[src/rtl/opr_pkg.sv]
// Package: shared control type and field constants for the operate datapath.
// Assumes: an 18-bit word and a 13-bit address field whose bit positions are
// fixed by the instruction format.
package opr_pkg;

    localparam int ADDR_W = 13;
    localparam int IR_W   = 5;

    // One flag per micro-operation, all decoded from the instruction fields.
    typedef struct packed {
        logic clr_hi;
        logic clr_lo;
        logic pen_ld;
        logic tac_or;
        logic amb;
        logic com;
        logic tbr_or;
        logic lmb;
        logic mlr;
        logic orl;
        logic anl;
        logic shr;
        logic cyr;
        logic pad;
        logic cry;
        logic hlt;
    } opr_ctl_t;

endpackage

[src/rtl/opr_decode.sv]
// Module: opr_decode
// Turns the instruction register and address field into micro-operation flags.
// Assumes: purely combinational; the class check uses the top two IR bits.
module opr_decode
    import opr_pkg::*;
(
    input  logic [IR_W-1:0]   ir,
    input  logic [ADDR_W-1:0] addr,
    output logic              is_opr,
    output opr_ctl_t          ctl
);

    logic [1:0] lo_sel;
    logic [1:0] mid_sel;

    // Purpose: decode the operate class and each step enable.
    always_comb begin
        lo_sel      = addr[1:0];
        mid_sel     = addr[8:7];
        is_opr      = (ir[4:3] == 2'b11);
        ctl.clr_hi  = ir[2];
        ctl.clr_lo  = ir[1];
        ctl.pen_ld  = ((addr & 13'o0104) == 13'o0100);
        ctl.tac_or  = ((addr & 13'o0104) == 13'o0004);
        ctl.amb     = (lo_sel == 2'd1);
        ctl.com     = addr[5];
        ctl.tbr_or  = (lo_sel == 2'd3);
        ctl.lmb     = (lo_sel == 2'd2);
        ctl.mlr     = (mid_sel == 2'd1);
        ctl.orl     = ((addr & 13'o0704) == 13'o0104);
        ctl.anl     = ((addr & 13'o0704) == 13'o0304);
        ctl.shr     = (mid_sel == 2'd2);
        ctl.cyr     = (mid_sel == 2'd3);
        ctl.pad     = addr[4];
        ctl.cry     = addr[3];
        ctl.hlt     = ir[0] && ((addr & 13'o17000) == 13'o10000);
    end

endmodule

[src/rtl/opr_front.sv]
// Module: opr_front
// First part of the sequence: half clears, pen/switch load into AC, the AC
// copy into the buffer, complement, and the switch OR into the buffer.
// Assumes: the buffer starts each executed cycle at zero.
module opr_front
    import opr_pkg::*;
#(
    parameter int W = 18
)(
    input  opr_ctl_t     ctl,
    input  logic [W-1:0] ac_in,
    input  logic [W-1:0] tac,
    input  logic [W-1:0] tbr,
    input  logic [1:0]   pen,
    output logic [W-1:0] ac_out,
    output logic [W-1:0] mbr_cap
);

    localparam int HALF = W / 2;

    logic [W-1:0] ac_clr;
    logic [W-1:0] ac_ld;
    logic [W-1:0] buf_amb;

    // Purpose: apply the front steps one after another.
    always_comb begin
        ac_clr = ac_in;
        if (ctl.clr_hi) ac_clr[W-1:HALF] = '0;
        if (ctl.clr_lo) ac_clr[HALF-1:0] = '0;

        ac_ld = ac_clr;
        if (ctl.pen_ld) ac_ld[W-1:W-2] = pen;
        if (ctl.tac_or) ac_ld = ac_ld | tac;

        buf_amb = ctl.amb ? ac_ld : '0;
        ac_out  = ctl.com ? ~ac_ld : ac_ld;
        mbr_cap = ctl.tbr_or ? (buf_amb | tbr) : buf_amb;
    end

endmodule

[src/rtl/opr_lr_xfer.sv]
// Module: opr_lr_xfer
// Middle part: transfers between the buffer and the live register, plus the
// logical merges into the live register.
// Assumes: both transfers read the buffer value captured before either runs.
module opr_lr_xfer
    import opr_pkg::*;
#(
    parameter int W = 18
)(
    input  opr_ctl_t     ctl,
    input  logic [W-1:0] mbr_cap,
    input  logic [W-1:0] lr_in,
    output logic [W-1:0] mbr_out,
    output logic [W-1:0] lr_out
);

    logic [W-1:0] lr_t;

    // Purpose: move and merge words in sequence order.
    always_comb begin
        mbr_out = ctl.lmb ? lr_in : mbr_cap;
        lr_t    = ctl.mlr ? mbr_cap : lr_in;
        if (ctl.orl) lr_t = lr_t | mbr_cap;
        if (ctl.anl) lr_t = lr_t & mbr_cap;
        lr_out  = lr_t;
    end

endmodule

[src/rtl/opr_back.sv]
// Module: opr_back
// Last part: shift or rotate, partial add, and the carry add with the carry
// out of the top bit wrapped into bit 0.
// Assumes: shift and rotate are exclusive by decode.
module opr_back
    import opr_pkg::*;
#(
    parameter int W = 18
)(
    input  opr_ctl_t     ctl,
    input  logic [W-1:0] ac_in,
    input  logic [W-1:0] mbr,
    output logic [W-1:0] ac_out
);

    logic [W-1:0] ac_sh;
    logic [W-1:0] ac_pad;
    logic [W-1:0] ac_x;
    logic [W:0]   raw_sum;
    logic [W-1:0] wrap_sum;

    // Purpose: one-place right shift or rotate.
    always_comb begin
        if (ctl.shr)      ac_sh = {1'b0, ac_in[W-1:1]};
        else if (ctl.cyr) ac_sh = {ac_in[0], ac_in[W-1:1]};
        else              ac_sh = ac_in;
    end

    // Purpose: half add and end-around carry add.
    always_comb begin
        ac_pad   = ctl.pad ? (ac_sh ^ mbr) : ac_sh;
        ac_x     = ac_pad ^ mbr;
        raw_sum  = {1'b0, ac_x} + {1'b0, mbr};
        wrap_sum = raw_sum[W-1:0] + {{(W-1){1'b0}}, raw_sum[W]};
        ac_out   = ctl.cry ? wrap_sum : ac_pad;
    end

endmodule

[src/rtl/opr_micro_datapath.sv]
// Module: opr_micro_datapath (top)
// Holds AC, MBR and LR; on an executed operate instruction it evaluates every
// enabled micro-operation in order and registers the result on one edge.
// Assumes: synchronous active-low reset; non-operate codes leave state alone.
module opr_micro_datapath
    import opr_pkg::*;
#(
    parameter int W = 18
)(
    input  logic              clk,
    input  logic              rst_n,
    input  logic              go,
    input  logic [IR_W-1:0]   ir,
    input  logic [ADDR_W-1:0] addr,
    input  logic [W-1:0]      tac,
    input  logic [W-1:0]      tbr,
    input  logic [1:0]        pen,
    output logic [W-1:0]      ac,
    output logic [W-1:0]      mbr,
    output logic [W-1:0]      lr,
    output logic              halt
);

    opr_ctl_t     ctl;
    logic         is_opr;
    logic         fire;
    logic [W-1:0] ac_q, mbr_q, lr_q;
    logic         halt_q;
    logic [W-1:0] ac_mid, mbr_cap, mbr_nx, lr_nx, ac_nx;

    opr_decode u_dec (
        .ir     (ir),
        .addr   (addr),
        .is_opr (is_opr),
        .ctl    (ctl)
    );

    opr_front #(.W(W)) u_front (
        .ctl     (ctl),
        .ac_in   (ac_q),
        .tac     (tac),
        .tbr     (tbr),
        .pen     (pen),
        .ac_out  (ac_mid),
        .mbr_cap (mbr_cap)
    );

    opr_lr_xfer #(.W(W)) u_xfer (
        .ctl     (ctl),
        .mbr_cap (mbr_cap),
        .lr_in   (lr_q),
        .mbr_out (mbr_nx),
        .lr_out  (lr_nx)
    );

    opr_back #(.W(W)) u_back (
        .ctl    (ctl),
        .ac_in  (ac_mid),
        .mbr    (mbr_nx),
        .ac_out (ac_nx)
    );

    assign fire = go && is_opr;

    // Purpose: register the working set and the halt request.
    always_ff @(posedge clk) begin
        if (!rst_n) begin
            ac_q   <= '0;
            mbr_q  <= '0;
            lr_q   <= '0;
            halt_q <= 1'b0;
        end else begin
            halt_q <= fire && ctl.hlt;
            if (fire) begin
                ac_q  <= ac_nx;
                mbr_q <= mbr_nx;
                lr_q  <= lr_nx;
            end
        end
    end

    assign ac   = ac_q;
    assign mbr  = mbr_q;
    assign lr   = lr_q;
    assign halt = halt_q;

    // idle or non-operate cycles hold every register
    assert_hold_when_idle_R13: assert property (@(posedge clk) disable iff (!rst_n)
        !(go && ir[4:3] == 2'b11) |=> ($stable(ac_q) && $stable(mbr_q) && $stable(lr_q) && !halt_q));

    // buffer ends at zero when no buffer source is selected
    assert_mbr_zero_R3: assert property (@(posedge clk) disable iff (!rst_n)
        (go && ir[4:3] == 2'b11 && addr[1:0] == 2'd0) |=> (mbr_q == '0));

    // buffer takes the previous live register value
    assert_lmb_takes_lr_R8: assert property (@(posedge clk) disable iff (!rst_n)
        (go && ir[4:3] == 2'b11 && addr[1:0] == 2'd2) |=> (mbr_q == $past(lr_q)));

    // halt only follows an executed operate with IR bit 0 and halt field
    assert_halt_cause_R12: assert property (@(posedge clk) disable iff (!rst_n)
        $rose(halt_q) |-> ($past(go) && $past(ir[0]) && $past(addr[12]) && $past(addr[11:9]) == 3'd0));

    // both half clears with no other step leave AC at zero
    assert_full_clear_R2: assert property (@(posedge clk) disable iff (!rst_n)
        (go && ir[4:1] == 4'b1111 && addr == '0) |=> (ac_q == '0));

endmodule

[config.mk]
export PLATFORM = sky130hd
export DESIGN_NAME = opr_micro_datapath
export DESIGN_NICKNAME = d
export VERILOG_FILES = /design/src/rtl/opr_pkg.sv /design/src/rtl/opr_decode.sv /design/src/rtl/opr_front.sv /design/src/rtl/opr_lr_xfer.sv /design/src/rtl/opr_back.sv /design/src/rtl/opr_micro_datapath.sv
export SDC_FILE = /design/constraint.sdc
export NUM_CORES = 1
export LEC_CHECK = 0
export ABC_AREA = 1
export BUFFER_PORTS_ARGS = -buffer_cell sky130_fd_sc_hd__buf_2
export CAP_MARGIN = 5
export CORE_MARGIN = 2
export CORE_UTILIZATION = 45
export DETAILED_ROUTE_END_ITERATION = 8
export PLACE_DENSITY = 0.66
export SLEW_MARGIN = 5
export SYNTH_ARGS = -nofsm -noshare
export SYNTH_HDL_FRONTEND = slang
export SYNTH_HIERARCHICAL = 1
export SYNTH_SLANG_ARGS = --single-unit
[constraint.sdc]
create_clock -name clk -period 6.3 [get_ports clk]
set_input_delay 0.63 -clock clk [delete_from_list [all_inputs] [get_ports clk]]
set_output_delay 0.63 -clock clk [all_outputs]
set_load 0.02 [all_outputs]
==> results.cfg <==
[run_status]
run_status = complete, no violations

[final_layout]
areaGrowthSynthToFinish_pct = 10.88
diodes = 0
fin_util_pct = 50.39
fin_cells = 1550
drive_above_1_share_pct = 16.52
final_nets = 1439

[worst_setup_path]
critPathTopFamily = simple AND/OR/NAND/NOR gates
cp-end-kind = flip-flop
r2r_slack_ps = 1600
worstPathRequired_ps = 6560
cp-start-kind = input port
crit_arrival_ps = 5650
cp_num_buf_inv = 5
critPathKind = input port to flip-flop
crit_slowest_cell = o21ai_0
max_stage_delay_ps = 530
crit_path_frequent_cell = nand2_1
path_max_fanout = 11

[sta]
setup-violations-final = 0
slew_violations = 0
hold_violations = 0
worst_slew_pin_slew_ps = 1103
slew_headroom_pct = 26.46
period_share_pct = 85.56
timing.setup.tns_ps = 0
hold_slack_ps = 513.8
rsz0062_at_grt = no
skew_ps = 12.09
fmax_mhz = 185.5
min_period_ps = 5390

[synthesis]
synth_cells = 1272
synthAdderAreaFrac_pct = 3.480
yosysSeqAreaShare_pct = 16.12
netlist_area_um2 = 6832
synth-compound-area-share_pct = 4.029
yosysMostFrequentCell = nand2_1
yosysTopAreaCell = nand2_1
synth-xor-area-share_pct = 6.465
synth_top_family_by_area = simple AND/OR/NAND/NOR gates
synth_fp_nets = 1350
synth-simple-area-share_pct = 54.21
synth.area.top_cells = nand2_1, dfxtp_1, inv_1
yosysUniqueCellTypes = 42
synth_ff_type = dfxtp_1
synthMuxAreaShare_pct = 0
ys_seq_elements = 55
async_flop_share_pct = 0
synth-edff-count = 0
avgSynthCellArea_um2 = 5.371
yosys.area.top_type_share_pct = 28.08
synth_commonest_cells = nand2_1, inv_1, nor2_1, nand3_1, dfxtp_1
yosys_warnings = 6

[place]
post-dp-hpwl_mm = 15.77
gp_congestion = 0.9562
port_buffers = 113
dp.cells = 1542

[clock_tree]
cts_resized = 0
cts_buffer_depth = 2
root_buffer = clkbuf_16
clock-sinks = 55
cts_tree = done
cts_setup_buffers = 0
clk_pin_slew_worst_paths_ps = 90
postCtsHoldBufs = 0
htree_levels = 2
cts_made_buffers = 5
clkLatencyLatePin_ps = 310

[pwr]
powerDensity_nw_per_um2 = 210.6
p_leak_uw = 0.004591
ir_worst_vdd_v = 0.0001223

[drt]
ant_nets = 0
vias = 7468
wl_per_cell_um = 12.97
drt_iter0_markers = 404
vias_per_cell = 4.818
drt_pre_antenna_iters = 5
drc = 0
finalWirelength_mm = 20.11

[die]
rows = 45
fp.dieArea_um2 = 16180
io_pins = 114
die_y_um = 127.2
coreArea_um2 = 15030
die_w_um = 127.2
initial_core_util_pct = 45.44

[grt]
track_usage_pct = 24.90
grt_max_degree = 110
grt-ovfl-total = 0
grt_pass1_wl_mm = 32.71
first_global_vias = 6690
grt_antenna_before_repair = 0

[worst_hold_path]
min_path_type = flip-flop to flip-flop

[run]
maxCapViolCount = 0
==> power by group <==
part           total (uW)  internal, uW  switching [uW]
clock network         311           153             158
logic                 902           289             613
registers             382           366            16.4
==> cells in the final DEF (no fill, tap or decap), types with 18 or more instances in the layout <==
master and instances:
xor2_1 38, nand2_1 511, buf_2 113, dfxtp_1 55, nand3b_1 18, nand2_2 41
ha_1 19, o21ai_0 35, inv_1 181, nand3_1 66, nor2_1 171
==> layer usage <==
layer  track usage [%]  share of wire, %  vias to the layer above
met5                 0                 0                        -
met4             6.206               1.9                        0
met3             3.476               5.5                       28
met2             40.16                44                      182
met1             35.18                48                     3265
li1                  -                 -                     3993
==> cell families (layout without fill, tap and decap cells) <==
logic type               after synthesis  in the layout
AND/OR/NAND/NOR                      858            858
buffers and inverters                242            332
flip-flops                            55             55
AO/OA/AOI/OAI                         51             51
XOR/XNOR                              47             47
adder cells (fa/ha/maj)               19             19
==> stage by stage <==
| step | worst slack (ps) | power [uW] | cell area, um^2 |
|---|---|---|---|
| after floorplan | 1615 | 1075 | 6832 |
| after global placement | 836.1 | 1274 | 7422 |
| after detailed placement | 632.3 | 1278 | 7422 |
| after CTS | 942.8 | 1590 | 7575 |
| after global routing | 278.8 | 1732 | 7575 |
| final | 910.0 | 1596 | 7575 |
==> layout make-up <==
cell class | instances | area, um^2
fill | 1667 | 7458
multi-input combinational | 975 | 4666
sequential | 55 | 1101
inverter | 195 | 734.5
timing repair buffer | 129 | 685.7
tap | 188 | 235.2
clock buffer | 5 | 125.1
clock inverter | 3 | 27.53
==> sequential cells by signal, summed over array words and instances, names as in the netlist <==
signal  count
halt        1
lr         18
mbr        18
ac         18
==> tightest hold or removal path: stages (launching register included) <==
cell     delay [ps]
dfxtp_1         310
inv_1            40
nand2_1          40
nand2_1          50
nor2_1           30
==> worst paths after layout <==
path / start / endpoint / cells after the start
worst max-delay path: addr[2] / ac[9] / 35
worst min-delay path: mbr[7] / mbr[7] / 4
worst max register to register: ac[2] / ac[9] / 34
worst min register to register: mbr[7] / mbr[7] / 4
No activity file was read; power rests on OpenSTA's default activity.
